**config.mk**
```make
export PLATFORM = sky130hd
export DESIGN_NAME = key_rollover_limiter
export DESIGN_NICKNAME = d
export VERILOG_FILES = /design/src/rtl/key_roll_pkg.sv /design/src/rtl/key_roll_popcount.sv /design/src/rtl/key_roll_pick.sv /design/src/rtl/key_rollover_limiter.sv
export SDC_FILE = /design/constraint.sdc
export NUM_CORES = 1
export LEC_CHECK = 0
export BUFFER_PORTS_ARGS = -buffer_cell sky130_fd_sc_hd__buf_2
export CORE_MARGIN = 2
export CORE_UTILIZATION = 35
export CTS_BUF_LIST = sky130_fd_sc_hd__clkbuf_4 sky130_fd_sc_hd__clkbuf_8
export CTS_CLUSTER_SIZE = 8
export DETAILED_ROUTE_END_ITERATION = 8
export GPL_ROUTABILITY_DRIVEN = 0
export HOLD_SLACK_MARGIN = 0.08
export PLACE_DENSITY = 0.61
export SLEW_MARGIN = 25
export SYNTH_ARGS = -nofsm -noshare
export SYNTH_HDL_FRONTEND = slang
export SYNTH_HIERARCHICAL = 1
export SYNTH_SLANG_ARGS = --single-unit
```
**constraint.sdc**
```tcl
create_clock -name clk_i -period 16.47 [get_ports clk_i]
set_input_delay 3.294 -clock clk_i [delete_from_list [all_inputs] [get_ports clk_i]]
set_output_delay 3.294 -clock clk_i [all_outputs]
set_load 0.05 [all_outputs]
```
**src/rtl/key_roll_pkg.sv**
```systemverilog
package key_roll_pkg;
  parameter int unsigned DEF_KEYS   = 4;
  parameter int unsigned DEF_WIDE   = 2;
  parameter int unsigned DEF_NARROW = 1;
endpackage

```
**src/rtl/key_roll_popcount.sv**
```systemverilog
module key_roll_popcount #(
  parameter int unsigned N  = 4,
  parameter int unsigned CW = $clog2(N + 1)
) (
  input  logic [N-1:0]  vec_i,
  output logic [CW-1:0] cnt_o
);
  always_comb begin
    cnt_o = '0;
    for (int i = 0; i < N; i++) cnt_o = cnt_o + CW'(vec_i[i]);
  end
endmodule

```
**src/rtl/key_roll_pick.sv**
```systemverilog
// Grants up to room_i of the candidates, lowest index first.
module key_roll_pick #(
  parameter int unsigned N  = 4,
  parameter int unsigned CW = $clog2(N + 1)
) (
  input  logic [N-1:0]  cand_i,
  input  logic [CW-1:0] room_i,
  output logic [N-1:0]  grant_o
);
  logic [CW-1:0] used;
  always_comb begin
    used    = '0;
    grant_o = '0;
    for (int i = 0; i < N; i++) begin
      if (cand_i[i] && (used < room_i)) begin
        grant_o[i] = 1'b1;
        used       = used + CW'(1);
      end
    end
  end
endmodule

```
**src/rtl/key_rollover_limiter.sv**
```systemverilog
module key_rollover_limiter
  import key_roll_pkg::*;
#(
  parameter int unsigned NUM_KEYS   = DEF_KEYS,
  parameter int unsigned WIDE_CAP   = DEF_WIDE,
  parameter int unsigned NARROW_CAP = DEF_NARROW
) (
  input  logic                clk_i,
  input  logic                rst_ni,
  input  logic [NUM_KEYS-1:0] raw_i,
  input  logic                dual_i,
  output logic [NUM_KEYS-1:0] key_o
);
  localparam int unsigned CW = $clog2(NUM_KEYS + 1);

  logic [CW-1:0]       cap, kept_cnt, room;
  logic [NUM_KEYS-1:0] still_held, kept, fresh, nxt;

  assign cap        = dual_i ? CW'(WIDE_CAP) : CW'(NARROW_CAP);
  assign still_held = key_o & raw_i;

  // holders first; trimmed to the cap when the cap shrinks
  key_roll_pick #(.N(NUM_KEYS), .CW(CW)) u_keep (
    .cand_i (still_held),
    .room_i (cap),
    .grant_o(kept)
  );

  key_roll_popcount #(.N(NUM_KEYS), .CW(CW)) u_cnt (
    .vec_i(kept),
    .cnt_o(kept_cnt)
  );

  assign room = cap - kept_cnt;

  key_roll_pick #(.N(NUM_KEYS), .CW(CW)) u_new (
    .cand_i (raw_i & ~kept),
    .room_i (room),
    .grant_o(fresh)
  );

  assign nxt = kept | fresh;

  always_ff @(posedge clk_i or negedge rst_ni) begin
    if (!rst_ni) key_o <= '0;
    else         key_o <= nxt;
  end


  always_comb begin
    if (!rst_ni) a_r1_reset_clear: assert (key_o == '0);
  end

  a_r3_wide_cap: assert property (@(posedge clk_i) disable iff (!rst_ni)
    $countones(key_o) <= WIDE_CAP);

  a_r4_narrow_cap: assert property (@(posedge clk_i) disable iff (!rst_ni)
    !dual_i |=> ($countones(key_o) <= NARROW_CAP));

  a_r9_some_grant: assert property (@(posedge clk_i) disable iff (!rst_ni)
    (|raw_i) |=> (|key_o));

  for (genvar k = 0; k < NUM_KEYS; k++) begin : g_key_chk
    a_r2_needs_raw: assert property (@(posedge clk_i) disable iff (!rst_ni)
      !raw_i[k] |=> !key_o[k]);
    a_r5_holder_kept: assert property (@(posedge clk_i) disable iff (!rst_ni)
      (key_o[k] && raw_i[k] && dual_i) |=> key_o[k]);
  end
endmodule

```
# ---- Yosys cells after proc, flatten, opt, wreduce, memory -nomap -nowiden
# Cells that the tools add are included.
dict set report op_classes {
  mux 15
  n_reduce_logical 8
  order_cmp 8
  bitwise_logic 4
  add_sub_neg 8
}
# operator count
set op_table {}
lappend op_table {{$mux 3} 4}
lappend op_table {{$mux 1} 10}
lappend op_table {{$and 4x4->4} 2}
lappend op_table {{$logic_and 1x1->1} 8}
lappend op_table {{$add 3x1->3} 2}
lappend op_table {{$add 3x1->3 const B} 2}
lappend op_table {{$lt 3x2->1} 2}
lappend op_table {{$lt 3x3->1} 2}
lappend op_table {{$add 1x1->2 const B} 2}
lappend op_table {{$not 4->4} 1}
lappend op_table {{$or 4x4->4} 1}
lappend op_table {{$lt 1x3->1} 1}
lappend op_table {{$lt 1x3->1 const A} 1}
lappend op_table {{$sub 2x3->3} 1}
lappend op_table {{$add 1x1->2} 1}
lappend op_table {{$lt 1x2->1} 1}
lappend op_table {{$lt 1x2->1 const A} 1}
lappend op_table {{$mux 2} 1}
dict set report totals {
  inputBits 7
  out_inout_bits 4
  register_bits 4
  word_cells 44
}

# ---- Depth between registers and ports, before layout
dict set report logic_depth {
  depth_word 28
  ltp_mapped 32
  mapped_depth_nobuf 32
}

# ---- Hierarchy
# The synthesis kept the hierarchy.
# module area_each_um2 cells_per_inst n_inst seq_area_each_um2
set modules_own_cells {}
lappend modules_own_cells {key_roll_pick 206.4 26 2 0.0}
lappend modules_own_cells {key_rollover_limiter 234.0 23 1 100.1}
lappend modules_own_cells {key_roll_popcount 63.8 8 1 0.0}

# ---- Worst setup path after synthesis
# No wires, ideal clock.
dict set report synth_path {
  path_type {input to register}
  startpoint {input dual_i}
  endpoint {register key_o[3]}
  arrival_ns 9.159
  path_buffers 0
  path_slack_ns 7.187
  cell_stages 32
  setup_time_ns 0.124
  required_time_ns 16.346
  path_cell_list {inv_1 -> nor2b_1 -> o31ai_1 -> inv_1 -> ha_1 -> ha_1 -> nor2b_1 -> a311oi_4 -> mux2i_1 -> ha_1 -> inv_1 -> a41oi_1 -> a31oi_1 -> inv_1 -> fa_1 -> inv_1 -> ha_1 -> ha_1 -> fa_1 -> xor2_1 -> o31ai_1 -> inv_1 -> ha_1 -> ha_1 -> nor2b_1 -> a311oi_4 -> mux2i_1 -> ha_1 -> inv_1 -> a41oi_1 -> a31oi_1 -> or2_1}
}
dict set report synth_between {
  word_cells_on_any_way 39
  cone_classes {add/sub (8); order compare (8); mux (12); bitwise (3); reduce/logical (8)}
}
# item line
set synth_rtl {}
lappend synth_rtl {{from (decl)} key_rollover_limiter.sv:11} ;# input logic dual_i,
lappend synth_rtl {{$mux 2 (*)} key_rollover_limiter.sv:19} ;# assign cap = dual_i ? CW'(WIDE_CAP) : CW'(NARROW_CAP);
lappend synth_rtl {{$lt 1x2->1} key_roll_pick.sv:15} ;# if (cand_i[i] && (used < room_i)) begin
lappend synth_rtl {{$logic_and 1x1->1} key_roll_pick.sv:15}
lappend synth_rtl {{$mux 1} key_roll_pick.sv:15}
lappend synth_rtl {{$lt 1x2->1 (*)} key_roll_pick.sv:15}
lappend synth_rtl {{$logic_and 1x1->1 (*)} key_roll_pick.sv:15}
lappend synth_rtl {{$mux 1 (*)} key_roll_pick.sv:15}
lappend synth_rtl {{named net kept[1]} key_rollover_limiter.sv:17} ;# logic [NUM_KEYS-1:0] still_held, kept, fresh, nxt;
lappend synth_rtl {{[3 not listed]} -}
lappend synth_rtl {{named net kept_cnt[1]} key_rollover_limiter.sv:16} ;# logic [CW-1:0] cap, kept_cnt, room;
lappend synth_rtl {{[1 not listed]} -}
lappend synth_rtl {{named net room[2]} key_rollover_limiter.sv:16}
lappend synth_rtl {{[7 not listed]} -}
lappend synth_rtl {{$logic_and 1x1->1} key_roll_pick.sv:15}
lappend synth_rtl {{$mux 3} key_roll_pick.sv:15}
lappend synth_rtl {{$lt 3x3->1 (*)} key_roll_pick.sv:15}
lappend synth_rtl {{$logic_and 1x1->1 (*)} key_roll_pick.sv:15}
lappend synth_rtl {{$mux 1 (*)} key_roll_pick.sv:15}
lappend synth_rtl {{named net fresh[3]} key_rollover_limiter.sv:17}
lappend synth_rtl {{$or 4x4->4 (*)} key_rollover_limiter.sv:42} ;# assign nxt = kept | fresh;
lappend synth_rtl {{named net nxt[3]} key_rollover_limiter.sv:17}
lappend synth_rtl {{to (signal assigned)} key_rollover_limiter.sv:46} ;# else key_o <= nxt;
lappend synth_rtl {{to (decl)} key_rollover_limiter.sv:12} ;# output logic [NUM_KEYS-1:0] key_o
# Mark *: on every way through the listed nets, which the timed path passes. The rest lies on a longest branch.

# ---- Worst setup path after layout
dict set report layout_path {
  startpoint {input dual_i}
  endpoint {register key_o[3]}
}
dict set report layout_between {
  word_cells_on_any_way 39
  cone_classes {add/sub (8); order compare (8); mux (12); bitwise (3); reduce/logical (8)}
}
# item line
set layout_rtl {}
lappend layout_rtl {{$mux 2 (*)} key_rollover_limiter.sv:19}
lappend layout_rtl {{named net cap[0]} key_rollover_limiter.sv:16}
lappend layout_rtl {{$lt 1x2->1} key_roll_pick.sv:15}
lappend layout_rtl {{$logic_and 1x1->1} key_roll_pick.sv:15}
lappend layout_rtl {{$mux 1} key_roll_pick.sv:15}
lappend layout_rtl {{$lt 1x2->1 (*)} key_roll_pick.sv:15}
lappend layout_rtl {{$logic_and 1x1->1 (*)} key_roll_pick.sv:15}
lappend layout_rtl {{$mux 1 (*)} key_roll_pick.sv:15}
lappend layout_rtl {{named net kept[1]} key_rollover_limiter.sv:17}
lappend layout_rtl {{[3 not listed]} -}
lappend layout_rtl {{named net kept_cnt[1]} key_rollover_limiter.sv:16}
lappend layout_rtl {{[1 not listed]} -}
lappend layout_rtl {{named net room[2]} key_rollover_limiter.sv:16}
lappend layout_rtl {{[7 not listed]} -}
lappend layout_rtl {{$logic_and 1x1->1} key_roll_pick.sv:15}
lappend layout_rtl {{$mux 3} key_roll_pick.sv:15}
lappend layout_rtl {{$lt 3x3->1 (*)} key_roll_pick.sv:15}
lappend layout_rtl {{$logic_and 1x1->1 (*)} key_roll_pick.sv:15}
lappend layout_rtl {{$mux 1 (*)} key_roll_pick.sv:15}
lappend layout_rtl {{named net fresh[3]} key_rollover_limiter.sv:17}
lappend layout_rtl {{$or 4x4->4 (*)} key_rollover_limiter.sv:42}
lappend layout_rtl {{named net nxt[3]} key_rollover_limiter.sv:17}
# Marks and branches as above.

==> impl_metrics.toml <==
[critical_path]
timing.critical_path.from = "dual_i"
cp_common_cell = "ha_1"
critPathLaunchType = "primary input"
critPathSlowestCell = "fa_1"
cp-end-kind = "flip-flop"
cp_max_fo = 5
worst_r2r_startpoint = "key_o[0]"
required_ns = 16.58
arrival_ns = 10.04
cp_slowest_stage_delay_ns = 0.49
worstSetupPathType = "in -> reg"

[cts]
cts_setup_buffers = 0
cts_hold_buffers = 0
root_buffer = "clkbuf_4"
numCtsBuffers = 3
cts_resized = 0
cts.sink_count = 4
clkTransAtPathRegs_ns = 0.04
htree_levels = 1
ctsLongestPathBuffers = 2
cts_tree = "yes"
worstSkewPairLatency_ns = 0.23

[yosys]
synth.most_common_cell = "inv_1"
yosys-top-cells-count = "inv_1, ha_1, nor2b_1"
synthTopCellsByArea = "ha_1, dfrtp_1, inv_1, a311oi_4, nor2b_1"
synth_top_area_share_pct = 22.9
synth_compound_area_share_pct = 20.1
syn_avg_cell_area_sq_um = 8.56
synth_mux_area_share_pct = 2.82
yosys.area.top_type = "ha_1"
ys_ff_latch = 4
synthAdderAreaFrac_pct = 28.5
dominantRegCellSynth = "dfrtp_1"
syn-cell-area_sq_um = 711
synth_top_family_by_area = "adder cells"
synth_xor_area_share_pct = 1.23
synthCells = 83
synthArstFlopShare_pct = 100
synth_warnings = 6
synth_edf_count = 0
yosys.cell_types.count = 21
synth-simple-area-share_pct = 21.1
synth-seq-area-share_pct = 14.1

[place]
dp_hpwl_um = 1170
dp_worst_setup_slack_ns = 6.28
port_buffers = 10

[global_route]
antenna_found_initial = 0
grt_pass1_wl_um = 2540
grt_overflow = 0
grt_max_degree = 6
grt_pass1_vias = 646
track_usage_pct = 13.6

[floorplan]
ioPinCount = 11
die_area_sq_um = 2410
rows = 16
die_y_um = 49.1
start_util_pct = 36.6
core_region_area_sq_um = 1940
die_x_um = 49.1

[timing]
max_freq_mhz = 101
setup_viol = 0
tns_ns = 0
rsz0062_at_grt = "false"
finalCritPeriodShare_pct = 60.3
slew_viol_final = 0
skew_ns = 0.00236
timing.final.ws_setup_ns = 6.55
fin_crit_ns = 9.92
final_hold_viol_count = 0

[min_path]
holdCritPathClass = "reg -> reg"
min_from = "key_o[1]"

[pwr]
power_mw = 0.146
max-vdd-ir-drop_mv = 0.0811
p_leak_nw = 0.467
power.density_nw_per_um2 = 175

[drt]
postRouteAntennaNets = 0
wl_per_cell_um = 10.5
drc = 0
highest_layer = "met3"
drt_iter0_drc = 16
routed_wl_um = 1340
wl_met1_um = 609
first_pass_iters = 4
wl_met3_um = 6
vias_per_cell = 4.62
vias = 587
met2_length_um = 724

[cells_and_area]
reg_top3 = "key_o: 4 flops"
final_util_pct = 42.8
largest_reg_flops = 4
area_growth_pct = 17.1
diodes = 0
final_layout_size_suffix_gt1_share_pct = 18.0
nets = 124
largest_register = "key_o"

[run_status]
outcome = "completed"

[job]
drv_cap = 0
-- cell families (layout without fill, tap and decap cells) --
logic type,Yosys count,count (layout)
mux,2,2
buf+inv,22,35
simple gates,24,24
fa+ha+maj,15,15
compound gates,14,14
other cells,1,5
flops,4,4
xor+xnor,1,1
-- power breakdown --
| group | switching (mW) | internal, mW |
|---|---|---|
| clock | 0.00370 | 0.00813 |
| combinational | 0.0718 | 0.0451 |
| sequential | 0.00228 | 0.0151 |
-- per-layer routing --
layer / vias to the layer above / track usage, %
li1: 301 / -
met1: 282 / 15.3
met2: 4 / 24.5
met3: 0 / 0.920
met4: 0 / 8.57
met5: - / 0
-- worst paths after layout --
path | end | slack, ns | cells after the start
hold reg to reg | key_o[1] | 0.83 | 4
setup / recovery | key_o[3] | 6.55 | 33
min in group asynchronous | key_o[0] | 2.86 | 1
hold / removal | key_o[1] | 0.83 | 4
max in group asynchronous | key_o[2] | 13.50 | 1
setup reg to reg | key_o[3] | 9.48 | 32
-- area by class of cell --
type                       count  area [sq um]
clock buffer                   3          22.5
timing repair buffer          10          50.0
sequential                     4           100
multi-input combinational     61           543
tap                           27          33.8
inverter                      22          82.6
fill                         205          1110
-- placed cells by master, fill, tap and decap left out --
master	n
dfrtp_1	4
and2_1	4
inv_2	2
inv_1	20
nor2b_1	7
nand3b_1	2
a311oi_4	2
mux2i_1	2
and3_1	2
or2_1	4
and2b_2	1
nand2_1	2
buf_2	10
ha_1	13
xor2_1	1
fa_1	2
a31oi_1	2
conb_1	5
o21bai_1	4
o31ai_1	4
clkbuf_4	3
nand2b_1	2
a41oi_1	2
-- stage by stage --
step | cells | area, sq um | hold WS, ns
finish | 127 | 832 | 0.833
global route | 127 | 832 | 0.902
CTS | 127 | 832 | 0.827
detailed placement | 124 | 810 | 0.819
global placement | 124 | 810 | 0.801
floorplan | 87 | 726 | 1.08
-- worst max-delay path, delay by kind of cell --
| family | cells | cell delay (ns) |
|---|---|---|
| AND/OR/NAND/NOR | 4 | 0.68 |
| adder cells (fa/ha/maj) | 10 | 2.74 |
| buffers and inverters | 8 | 0.75 |
| AO/OA/AOI/OAI | 8 | 1.97 |
| XOR/XNOR | 1 | 0.22 |
| multiplexers | 2 | 0.36 |
Note: power is estimated with default switching activity, not from simulation.
